**config.mk**
```make
export PLATFORM = sky130hd
export DESIGN_NAME = pstore_seq
export DESIGN_NICKNAME = d
export VERILOG_FILES = /design/src/rtl/pstore_pkg.sv /design/src/rtl/pstore_addr_gen.sv /design/src/rtl/pstore_byte_buf.sv /design/src/rtl/pstore_ctrl.sv /design/src/rtl/pstore_seq.sv
export SDC_FILE = /design/constraint.sdc
export NUM_CORES = 1
export LEC_CHECK = 0
export BUFFER_PORTS_ARGS = -buffer_cell sky130_fd_sc_hd__buf_2
export CELL_PAD_IN_SITES_DETAIL_PLACEMENT = 1
export CELL_PAD_IN_SITES_GLOBAL_PLACEMENT = 2
export CORE_ASPECT_RATIO = 2
export CORE_MARGIN = 2
export CORE_UTILIZATION = 32
export CTS_CLUSTER_DIAMETER = 30
export CTS_CLUSTER_SIZE = 24
export DETAILED_ROUTE_END_ITERATION = 8
export PLACE_DENSITY_LB_ADDON = 0.1
export SETUP_SLACK_MARGIN = 0.4
export SLEW_MARGIN = 25
export SYNTH_ARGS = -nofsm -noshare
export SYNTH_HDL_FRONTEND = slang
export SYNTH_SLANG_ARGS = --single-unit
```
**constraint.sdc**
```tcl
create_clock -name clk -period 11.1 [get_ports clk]
set_input_delay 2.22 -clock clk [delete_from_list [all_inputs] [get_ports clk]]
set_output_delay 2.22 -clock clk [all_outputs]
set_load 0.03 [all_outputs]
```
**src/rtl/pstore_pkg.sv**
```systemverilog
package pstore_pkg;
    parameter int unsigned ADDR_W    = 64;
    parameter int unsigned MAX_BYTES = 32;
    parameter int unsigned IMM_W     = 9;
    parameter int unsigned IMM_LO_W  = 3;
    parameter int unsigned IDX_W     = 5;
    parameter int unsigned SP_IDX    = 31;
    parameter int unsigned SP_ALIGN  = 4;

    localparam int unsigned IMM_HI_W = IMM_W - IMM_LO_W;
    localparam int unsigned PRED_W   = MAX_BYTES * 8;
    localparam int unsigned CNT_W    = $clog2(MAX_BYTES + 1);
    localparam int unsigned BIDX_W   = $clog2(MAX_BYTES);
    localparam int unsigned VSEL_W   = $clog2(MAX_BYTES / 2);

    typedef logic [ADDR_W-1:0] addr_t;
    typedef logic [CNT_W-1:0]  cnt_t;

    typedef enum logic [0:0] {ST_IDLE, ST_SEND} state_e;

    typedef struct packed {
        addr_t addr;
        logic  tagchk;
        cnt_t  nbytes;
    } req_t;

    typedef struct packed {
        logic sp_fault;
        logic align_fault;
    } fault_t;

    function automatic cnt_t sel_to_bytes(input logic [VSEL_W-1:0] sel);
        return CNT_W'(2 * (int'(sel) + 1));
    endfunction

    function automatic addr_t scaled_offset(input logic [IMM_W-1:0] imm, input cnt_t nb);
        addr_t imm_x;
        imm_x = {{(ADDR_W-IMM_W){imm[IMM_W-1]}}, imm};
        return imm_x * addr_t'(nb);
    endfunction
endpackage

```
**src/rtl/pstore_addr_gen.sv**
```systemverilog
module pstore_addr_gen
    import pstore_pkg::*;
(
    input  logic [IDX_W-1:0]    base_idx,
    input  addr_t               gpr_base,
    input  addr_t               sp_base,
    input  logic [IMM_HI_W-1:0] imm_hi,
    input  logic [IMM_LO_W-1:0] imm_lo,
    input  logic [VSEL_W-1:0]   vl_sel,
    input  logic                align_en,
    input  logic                sp_chk_en,
    output req_t                req,
    output fault_t              flt
);
    logic             use_sp;
    logic [IMM_W-1:0] imm;
    addr_t            base;
    cnt_t             nb;

    always_comb begin
        use_sp          = (base_idx == IDX_W'(SP_IDX));
        imm             = {imm_hi, imm_lo};
        base            = use_sp ? sp_base : gpr_base;
        nb              = sel_to_bytes(vl_sel);
        req.nbytes      = nb;
        req.tagchk      = !use_sp;
        req.addr        = base + scaled_offset(imm, nb);
        flt.sp_fault    = use_sp && sp_chk_en && (sp_base[SP_ALIGN-1:0] != '0);
        flt.align_fault = align_en && req.addr[0];
    end
endmodule

```
**src/rtl/pstore_byte_buf.sv**
```systemverilog
module pstore_byte_buf
    import pstore_pkg::*;
(
    input  logic              clk,
    input  logic              rst,
    input  logic              load,
    input  logic [PRED_W-1:0] pred_in,
    input  logic [BIDX_W-1:0] idx,
    output logic [7:0]        data
);
    logic [PRED_W-1:0] held;
    logic [7:0]        lanes [MAX_BYTES];

    always_ff @(posedge clk) begin
        if (rst)       held <= '0;
        else if (load) held <= pred_in;
    end

    for (genvar g = 0; g < MAX_BYTES; g++) begin : g_lane
        assign lanes[g] = held[g*8 +: 8];
    end

    assign data = lanes[idx];
endmodule

```
**src/rtl/pstore_ctrl.sv**
```systemverilog
module pstore_ctrl
    import pstore_pkg::*;
(
    input  logic              clk,
    input  logic              rst,
    input  logic              start,
    input  req_t              req,
    input  fault_t            flt,
    input  logic              mem_ready,
    output logic              accept,
    output logic              mem_valid,
    output addr_t             mem_addr,
    output logic              mem_tagchk,
    output logic [BIDX_W-1:0] byte_idx,
    output logic              busy,
    output logic              done,
    output logic              sp_fault,
    output logic              align_fault,
    output addr_t             fault_addr
);
    state_e st;
    addr_t  cur;
    cnt_t   idx;
    cnt_t   nb;
    logic   tag;
    logic   take, beat, last, any_flt;

    always_comb begin
        take    = start && (st == ST_IDLE);
        any_flt = flt.sp_fault || flt.align_fault;
        accept  = take && !any_flt;
        beat    = (st == ST_SEND) && mem_ready;
        last    = beat && (idx == nb - CNT_W'(1));
    end

    always_ff @(posedge clk) begin
        if (rst) begin
            st          <= ST_IDLE;
            cur         <= '0;
            idx         <= '0;
            nb          <= '0;
            tag         <= 1'b0;
            done        <= 1'b0;
            sp_fault    <= 1'b0;
            align_fault <= 1'b0;
            fault_addr  <= '0;
        end else begin
            done        <= last;
            sp_fault    <= take && flt.sp_fault;
            align_fault <= take && !flt.sp_fault && flt.align_fault;
            if (take && any_flt) fault_addr <= req.addr;
            if (accept) begin
                st  <= ST_SEND;
                cur <= req.addr;
                idx <= '0;
                nb  <= req.nbytes;
                tag <= req.tagchk;
            end else if (beat) begin
                cur <= cur + addr_t'(1);
                idx <= idx + CNT_W'(1);
                if (last) st <= ST_IDLE;
            end
        end
    end

    assign mem_valid  = (st == ST_SEND);
    assign busy       = (st == ST_SEND);
    assign mem_addr   = cur;
    assign mem_tagchk = tag;
    assign byte_idx   = idx[BIDX_W-1:0];

    AST_STALL_HOLD: assert property (@(posedge clk) disable iff (rst)
        mem_valid && !mem_ready |=> mem_valid && $stable(mem_addr));
    AST_ADDR_STEP: assert property (@(posedge clk) disable iff (rst)
        beat && !last |=> mem_addr == $past(mem_addr) + addr_t'(1));
    AST_FAULT_QUIET: assert property (@(posedge clk) disable iff (rst)
        (sp_fault || align_fault) |-> !mem_valid && !busy);
    AST_EVENT_ONEHOT: assert property (@(posedge clk) disable iff (rst)
        $onehot0({done, sp_fault, align_fault}));
    AST_DONE_AFTER_LAST: assert property (@(posedge clk) disable iff (rst)
        last |=> done && !busy);
    AST_BUSY_START_IGNORED: assert property (@(posedge clk) disable iff (rst)
        busy && start && !mem_ready |=> busy && mem_addr == $past(mem_addr));
endmodule

```
**src/rtl/pstore_seq.sv**
```systemverilog
module pstore_seq
    import pstore_pkg::*;
(
    input  logic                 clk,
    input  logic                 rst,
    input  logic                 start,
    input  logic [IDX_W-1:0]     base_idx,
    input  logic [ADDR_W-1:0]    gpr_base,
    input  logic [ADDR_W-1:0]    sp_base,
    input  logic [IMM_HI_W-1:0]  imm_hi,
    input  logic [IMM_LO_W-1:0]  imm_lo,
    input  logic [VSEL_W-1:0]    vl_sel,
    input  logic [PRED_W-1:0]    pred_in,
    input  logic                 align_en,
    input  logic                 sp_chk_en,
    input  logic                 mem_ready,
    output logic                 mem_valid,
    output logic [ADDR_W-1:0]    mem_addr,
    output logic [7:0]           mem_data,
    output logic                 mem_tagchk,
    output logic                 busy,
    output logic                 done,
    output logic                 sp_fault,
    output logic                 align_fault,
    output logic [ADDR_W-1:0]    fault_addr
);
    req_t              req;
    fault_t            flt;
    logic              accept;
    logic [BIDX_W-1:0] byte_idx;

    pstore_addr_gen u_addr (
        .base_idx (base_idx),
        .gpr_base (gpr_base),
        .sp_base  (sp_base),
        .imm_hi   (imm_hi),
        .imm_lo   (imm_lo),
        .vl_sel   (vl_sel),
        .align_en (align_en),
        .sp_chk_en(sp_chk_en),
        .req      (req),
        .flt      (flt)
    );

    pstore_ctrl u_ctrl (
        .clk        (clk),
        .rst        (rst),
        .start      (start),
        .req        (req),
        .flt        (flt),
        .mem_ready  (mem_ready),
        .accept     (accept),
        .mem_valid  (mem_valid),
        .mem_addr   (mem_addr),
        .mem_tagchk (mem_tagchk),
        .byte_idx   (byte_idx),
        .busy       (busy),
        .done       (done),
        .sp_fault   (sp_fault),
        .align_fault(align_fault),
        .fault_addr (fault_addr)
    );

    pstore_byte_buf u_buf (
        .clk    (clk),
        .rst    (rst),
        .load   (accept),
        .pred_in(pred_in),
        .idx    (byte_idx),
        .data   (mem_data)
    );

    AST_DATA_HOLD: assert property (@(posedge clk) disable iff (rst)
        mem_valid && !mem_ready |=> $stable(mem_data));
    AST_VALID_IMPLIES_BUSY: assert property (@(posedge clk) disable iff (rst)
        mem_valid |-> busy && !done);
endmodule

```
### After elaboration in Yosys (flattened, before gate mapping)

Cells that the tools add are included.

| storage, ports and cells | value |
|---|---|
| bits in registers | 400 |
| input bits | 408 |
| output and inout bits | 142 |
| logic and storage cells | 50 |

| cells by class | value |
|---|---|
| add/sub/neg operators | 5 |
| multipliers | 1 |
| magnitude comparators | 1 |
| equal/unequal tests | 2 |
| multiplexer cells | 9 |
| bitwise logic cells | 2 |
| reduce and logical (&&, ||, !) cells | 20 |

Operators by type and width:

| kind | count |
|---|---|
| 64-bit two-way mux | 3 |
| 64-bit by 1-bit adder with 64-bit output (second input constant) | 1 |
| 64-bit adder | 1 |
| 64-bit by 5-bit multiplier with 63-bit output | 1 |
| 8-bit binary-select mux with 5-bit select | 1 |
| 8-bit two-way mux | 2 |
| 1-bit logical AND | 11 |
| 6-bit by 1-bit adder with 6-bit output (second input constant) | 1 |
| 6-bit equality test | 1 |
| 6-bit >= comparator (second input constant) | 1 |
| 5-bit inverter with 6-bit output | 1 |
| 6-bit by 1-bit subtractor with 6-bit output (second input constant) | 1 |
| 4-bit by 1-bit adder with 5-bit output (second input constant) | 1 |
| 5-bit equality test (second input constant) | 1 |
| 2-bit nonzero test | 2 |
| 4-bit nonzero test | 1 |
| 1-bit zero test | 3 |
| 1-bit two-way mux | 3 |
| 2-bit AND reduction | 1 |
| 2-bit OR reduction | 1 |
| 1-bit logical OR | 1 |
| 1-bit inverter | 1 |

### Longest topological paths before layout

| logic depth | value |
|---|---|
| depth after elaboration | 9 |
| gate-level depth with buffers | 33 |
| gate-level depth less buffers | 30 |

### By module

Synthesis repeated with hierarchy kept, for this count alone.

| second synthesis, totals | value |
|---|---|
| cell total of the unflattened synthesis | 2728 |
| area, all modules | 24653.6 µm² |

By module, submodules not included:

| module | instances | cells each | area an instance (µm²) | seq. area each (µm²) |
|---|---|---|---|---|
| pstore_byte_buf | 1 | 932 | 10856.7 | 5124.9 |
| pstore_addr_gen | 1 | 892 | 6955.4 | 0.0 |
| pstore_ctrl | 1 | 904 | 6841.6 | 2902.8 |

### Least setup slack after synthesis

No wires, ideal clock.

| path | value |
|---|---|
| path type | input to register |
| start | input vl_sel[2] |
| end | register u_ctrl.cur[50] (netlist: u_ctrl.mem_addr[50]) |
| library setup time | 0.122 ns |
| data arrival time | 9.130 ns |
| slack | 1.848 ns |
| stages on the path | 30 |
| path buffers | 2 |
| path through | nand3_1 -> xor2_1 -> nand2b_1 -> fa_1 -> fa_1 -> fa_1 -> inv_1 -> ha_1 -> nor2b_1 -> o21ai_0 -> a21boi_0 -> o21ai_0 -> nand2b_1 -> a21oi_1 -> o211ai_1 -> a31oi_1 -> clkbuf_1 -> o21bai_1 -> fa_1 -> ha_1 -> buf_2 -> a21oi_1 -> o21ai_0 -> nor4_1 -> o211ai_1 -> and3_1 -> a41o_1 -> a41oi_2 -> nor4_1 -> a221o_1 |

| on the way | value |
|---|---|
| word-level cells in the longest chain between the ends | 4 |

Ends and longest elaborated chain:

| what | RTL line | source |
|---|---|---|
| from (decl) | pstore_seq.sv:12 | `input logic [VSEL_W-1:0] vl_sel,` |
| 4-bit by 1-bit adder with 5-bit output | pstore_pkg.sv:33 | `return CNT_W'(2 * (int'(sel) + 1));` |
| 64-bit by 5-bit multiplier with 63-bit output | pstore_pkg.sv:39 | `return imm_x * addr_t'(nb);` |
| 64-bit adder | pstore_addr_gen.sv:27 | `req.addr = base + scaled_offset(imm, nb);` |
| 64-bit two-way mux | pstore_ctrl.sv:52 | `if (accept) begin` |
| to (signal assigned) | pstore_ctrl.sv:54 | `cur <= req.addr;` |
| to (signal assigned) | pstore_ctrl.sv:59 | `cur <= cur + addr_t'(1);` |
| to (decl) | pstore_ctrl.sv:22 | `addr_t cur;` |

No other way between the ends.
A chain may end at the register's enable or synchronous reset.

### Worst setup path after layout

| path | value |
|---|---|
| start | input vl_sel[0] |
| end | register u_ctrl.cur[62] (netlist: u_ctrl.mem_addr[62]) |

Same word-level chain as after synthesis.

==> reports/metrics.csv <==
stage,metric,value,unit
sta,min cycle time layout,10110,ps
setup_path,crit path kind,primary input to register,
min_path,hold path cells,2,
sta,clock skew,36.4,ps
setup_path,slowest CP cell,fa_1,
cells_and_area,fin util,40.4,%
clocking,clk sinks,400,
power_and_ir_drop,Worst IR Drop VDD,124,uV
die,core outline area,75900,um^2
yosys,syn_nets,3560,
setup_path,Setup crit start kind,primary input,
die,Initial Utilization,32.2,%
setup_path,Worst Reg-to-Reg Cells,6,
setup_path,worst r2r src,u_ctrl.busy,
yosys,Post-Syn Area,24400,um^2
route,Via density,5.39,
route,number of nets still failing antenna checks after routing,0,
setup_path,"Top cell by count, worst path",inv_1,
die,die width,199,um
clocking,clk root buf,clkbuf_16,
power_and_ir_drop,LEAKAGE,12.7,nW
cells_and_area,"commonest non-fill, non-tap cell in the layout",nand2_1,
yosys,Synth Register Bits,400,
sta,Worst slew margin,29.4,%
sta,worst slew pin tran,1060,ps
cells_and_area,layout overhead on the synthesized area,25.4,%
setup_path,reg2reg end,u_buf.held[147],
die,die area,78700,um^2
setup_path,crit-path max FO,14,
sta,final setup violation count,0,
power_and_ir_drop,cell internal pwr,4.40,mW
die,Core Rows,143,
yosys,ys async rst share,0,%
clocking,CTS clock-pin slew for the worst setup and hold paths,50,ps
min_path,hold path start,u_ctrl.fault_addr[40],
setup_path,Slowest Stage Delay on Critical Path,550,ps
setup_path,CP startpoint,vl_sel[0],
global_route,pin count of the biggest net entering global routing,251,
power_and_ir_drop,pwr dens,265,nW/um^2
route,total number of vias,24500,
min_path,worst hold path class,register to register,
power_and_ir_drop,sw frac,45.8,%
clocking,maximum clock path buffer count,3,
cells_and_area,"commonest non-fill, non-tap cells in the layout","705 x nand2_1, 548 x buf_2, 407 x a21oi_1",
yosys,library cells used by synthesis,91,
route,wire per inst,24.4,um
sta,"Slew Viols, Final",0,
cells_and_area,share of layout cells above drive strength 1,25.5,%
global_route,met2 Use GR,48.6,%
sta,final setup TNS,0,ps
route,DR pass1 iterations,7,
clocking,H-tree level count,3,
yosys,sequential area share after synthesis,32.8,%
yosys,Most used DFF post-synth,dfxtp_1,
global_route,first-pass GRT wire length,163,mm
route,Iteration-0 DRC Markers,1284,
global_route,Most Crowded Layer GR,met2,
setup_path,Worst Setup End Kind,register,
clocking,cts bufs inserted,76,
route,DRC errors left,0,
yosys,Syn Inst Count,3018,
cells_and_area,FILL cells,9292,
global_route,routing usage on met3,7.02,%
placed_design,# port buffers,549,
run,max_cap viols,0,
global_route,vias in the first global route,25900,
setup_path,"Req. time, crit path",11650,ps
power_and_ir_drop,Gate power share,48.0,%
die,IO Pins,550,
cells_and_area,Final #Nets,4006,
global_route,initial antenna violation count,34,
die,Die Y,395,um
global_route,GR Overflow Total,0,
power_and_ir_drop,Seq pwr share,22.1,%
yosys,syn avg cell area,8.09,um^2
power_and_ir_drop,NetSw,3.72,mW
clocking,worst skew pair latency,670,ps
setup_path,Worst R2R Setup Slack,7600,ps
clocking,TritonCTS clock tree,done,
placed_design,RePlAce Congestion,0.943,
min_path,Hold Crit Endpoint,u_ctrl.fault_addr[40],
route,drt total wl,111,mm
sta,fmax,0.0989,GHz
sta,"Hold Violations, Final",0,
placed_design,post-detail-place hpwl,86.5,mm
global_route,Tot GR Track Use,27.9,%
sta,Final Cycle Share,91.1,%
yosys,"EDFF count, synth",0,
global_route,grt met1 use,30.7,%
status,status,"finished, final reports clean",
setup_path,arrival time at the worst endpoint,10660,ps
yosys,"Warnings, synthesis",0,
power_and_ir_drop,Clk pwr share,29.9,%
sta,unrepaired setup endpoints after global routing,no,
[power groups by stage]
| stage | Combinational (mW) | Sequential, mW | Clock (mW) |
|---|---|---|---|
| after CTS | 3.89 | 1.79 | 2.47 |
| after global routing | 4.21 | 1.82 | 2.54 |
| after detailed placement | 3.86 | 1.82 | 0 |
| final | 3.89 | 1.80 | 2.42 |
| after global placement | 3.86 | 1.81 | 0 |
| after floorplan | 2.27 | 1.96 | 0 |
[routing by layer]
| layer | vias up | routed length, um |
|---|---|---|
| met5 | - | 284 |
| met4 | 46 | 6360 |
| met3 | 210 | 7620 |
| met2 | 809 | 54900 |
| met1 | 11900 | 41900 |
| li1 | 11500 | - |
[synth_stat cells (all sizes together) (11+ instances only)]
cell type | n | area, um^2
nand4 | 51 | 334
nor3 | 45 | 235
and2 | 41 | 259
o21a | 12 | 90.1
xor2 | 49 | 429
xnor2 | 40 | 350
dfxtp | 400 | 8010
and4 | 12 | 105
ha | 85 | 1060
inv | 81 | 304
buf | 42 | 193
or3 | 11 | 68.8
a211oi | 33 | 260
a21oi | 407 | 2040
o21ai | 91 | 459
nand2 | 705 | 2650
a31oi | 22 | 150
and3 | 28 | 175
fa | 49 | 981
nor2 | 163 | 612
mux4 | 80 | 1800
clkbuf | 168 | 633
nor2b | 24 | 150
a21o | 34 | 255
o211ai | 19 | 143
nand3 | 73 | 365
a2111oi | 11 | 104
nor4 | 11 | 83.8
nand2b | 15 | 93.8
or2 | 12 | 75.1
o31ai | 11 | 82.6
mux2 | 71 | 800
o21bai | 21 | 158
[worst max-delay path by stage]
stage,slack [ps],to,cells after the start
floorplan,1850,u_ctrl.mem_addr[50],30
global placement,230,u_ctrl.mem_addr[62],29
detailed placement,100,u_ctrl.mem_addr[62],29
CTS,800,u_ctrl.mem_addr[62],29
global route,460,u_ctrl.mem_addr[62],28
finish,990,u_ctrl.mem_addr[62],31
[per-stage QoR]
| step | cell area [um^2] | std cells | hold slack, ps | setup WS, ps | power, mW |
|---|---|---|---|---|---|
| after detailed placement | 27900 | 4400 | 446 | 103 | 5.68 |
| after CTS | 30600 | 4537 | 453 | 800 | 8.15 |
| after global placement | 27900 | 4400 | 440 | 230 | 5.67 |
| after floorplan | 24400 | 3018 | 433 | 1850 | 4.23 |
| after global routing | 30600 | 4544 | 466 | 462 | 8.57 |
| final | 30600 | 4547 | 450 | 991 | 8.12 |
[area by class of cell]
type	instances	area (um^2)	area share, %
Antenna cell	9	22.5	0.0735
Clock buffer	93	2040	6.65
Multi-Input combinational cell	2326	15300	50.0
Timing Repair Buffer	578	3010	9.82
Sequential cell	400	8020	26.2
Tap cell	1015	1270	4.15
Clock inverter	44	643	2.10
Inverter	82	309	1.01
[cell families (layout without fill, tap and decap cells)]
kind of cell	Yosys count	after routing	synth area share, %
buf+inv	292	797	4.65
flops	400	400	32.8
other cells	0	9	0
compound gates	738	738	18.2
xor+xnor	89	89	3.19
mux	159	159	11.0
simple gates	1206	1206	21.8
fa+ha+maj	134	134	8.37
[what timing repair did]
action / 4_1_cts / 5_1_grt
setup endpoints to repair: 0 / 18
gates resized for setup: 0 / 3
hold endpoints to repair: 0 / 0
buffers inserted: 0 / 0
hold buffers: 0 / 0
[worst max-delay path, delay by kind of cell]
family          cells  cell delay [ps]
buf+inv             7              900
xor+xnor            2              580
fa+ha+maj           7             2920
simple gates        6             1510
compound gates      9             2490
[state kept, by name, indices dropped and copies added (netlist names)]
name / flops
u_ctrl.idx: 6
u_ctrl.nb: 5
u_ctrl.done: 1
u_ctrl.mem_addr: 64
u_ctrl.mem_tagchk: 1
u_ctrl.sp_fault: 1
u_ctrl.align_fault: 1
u_ctrl.busy: 1
u_buf.held: 256
u_ctrl.fault_addr: 64
No activity file was read; power rests on OpenSTA's default activity.
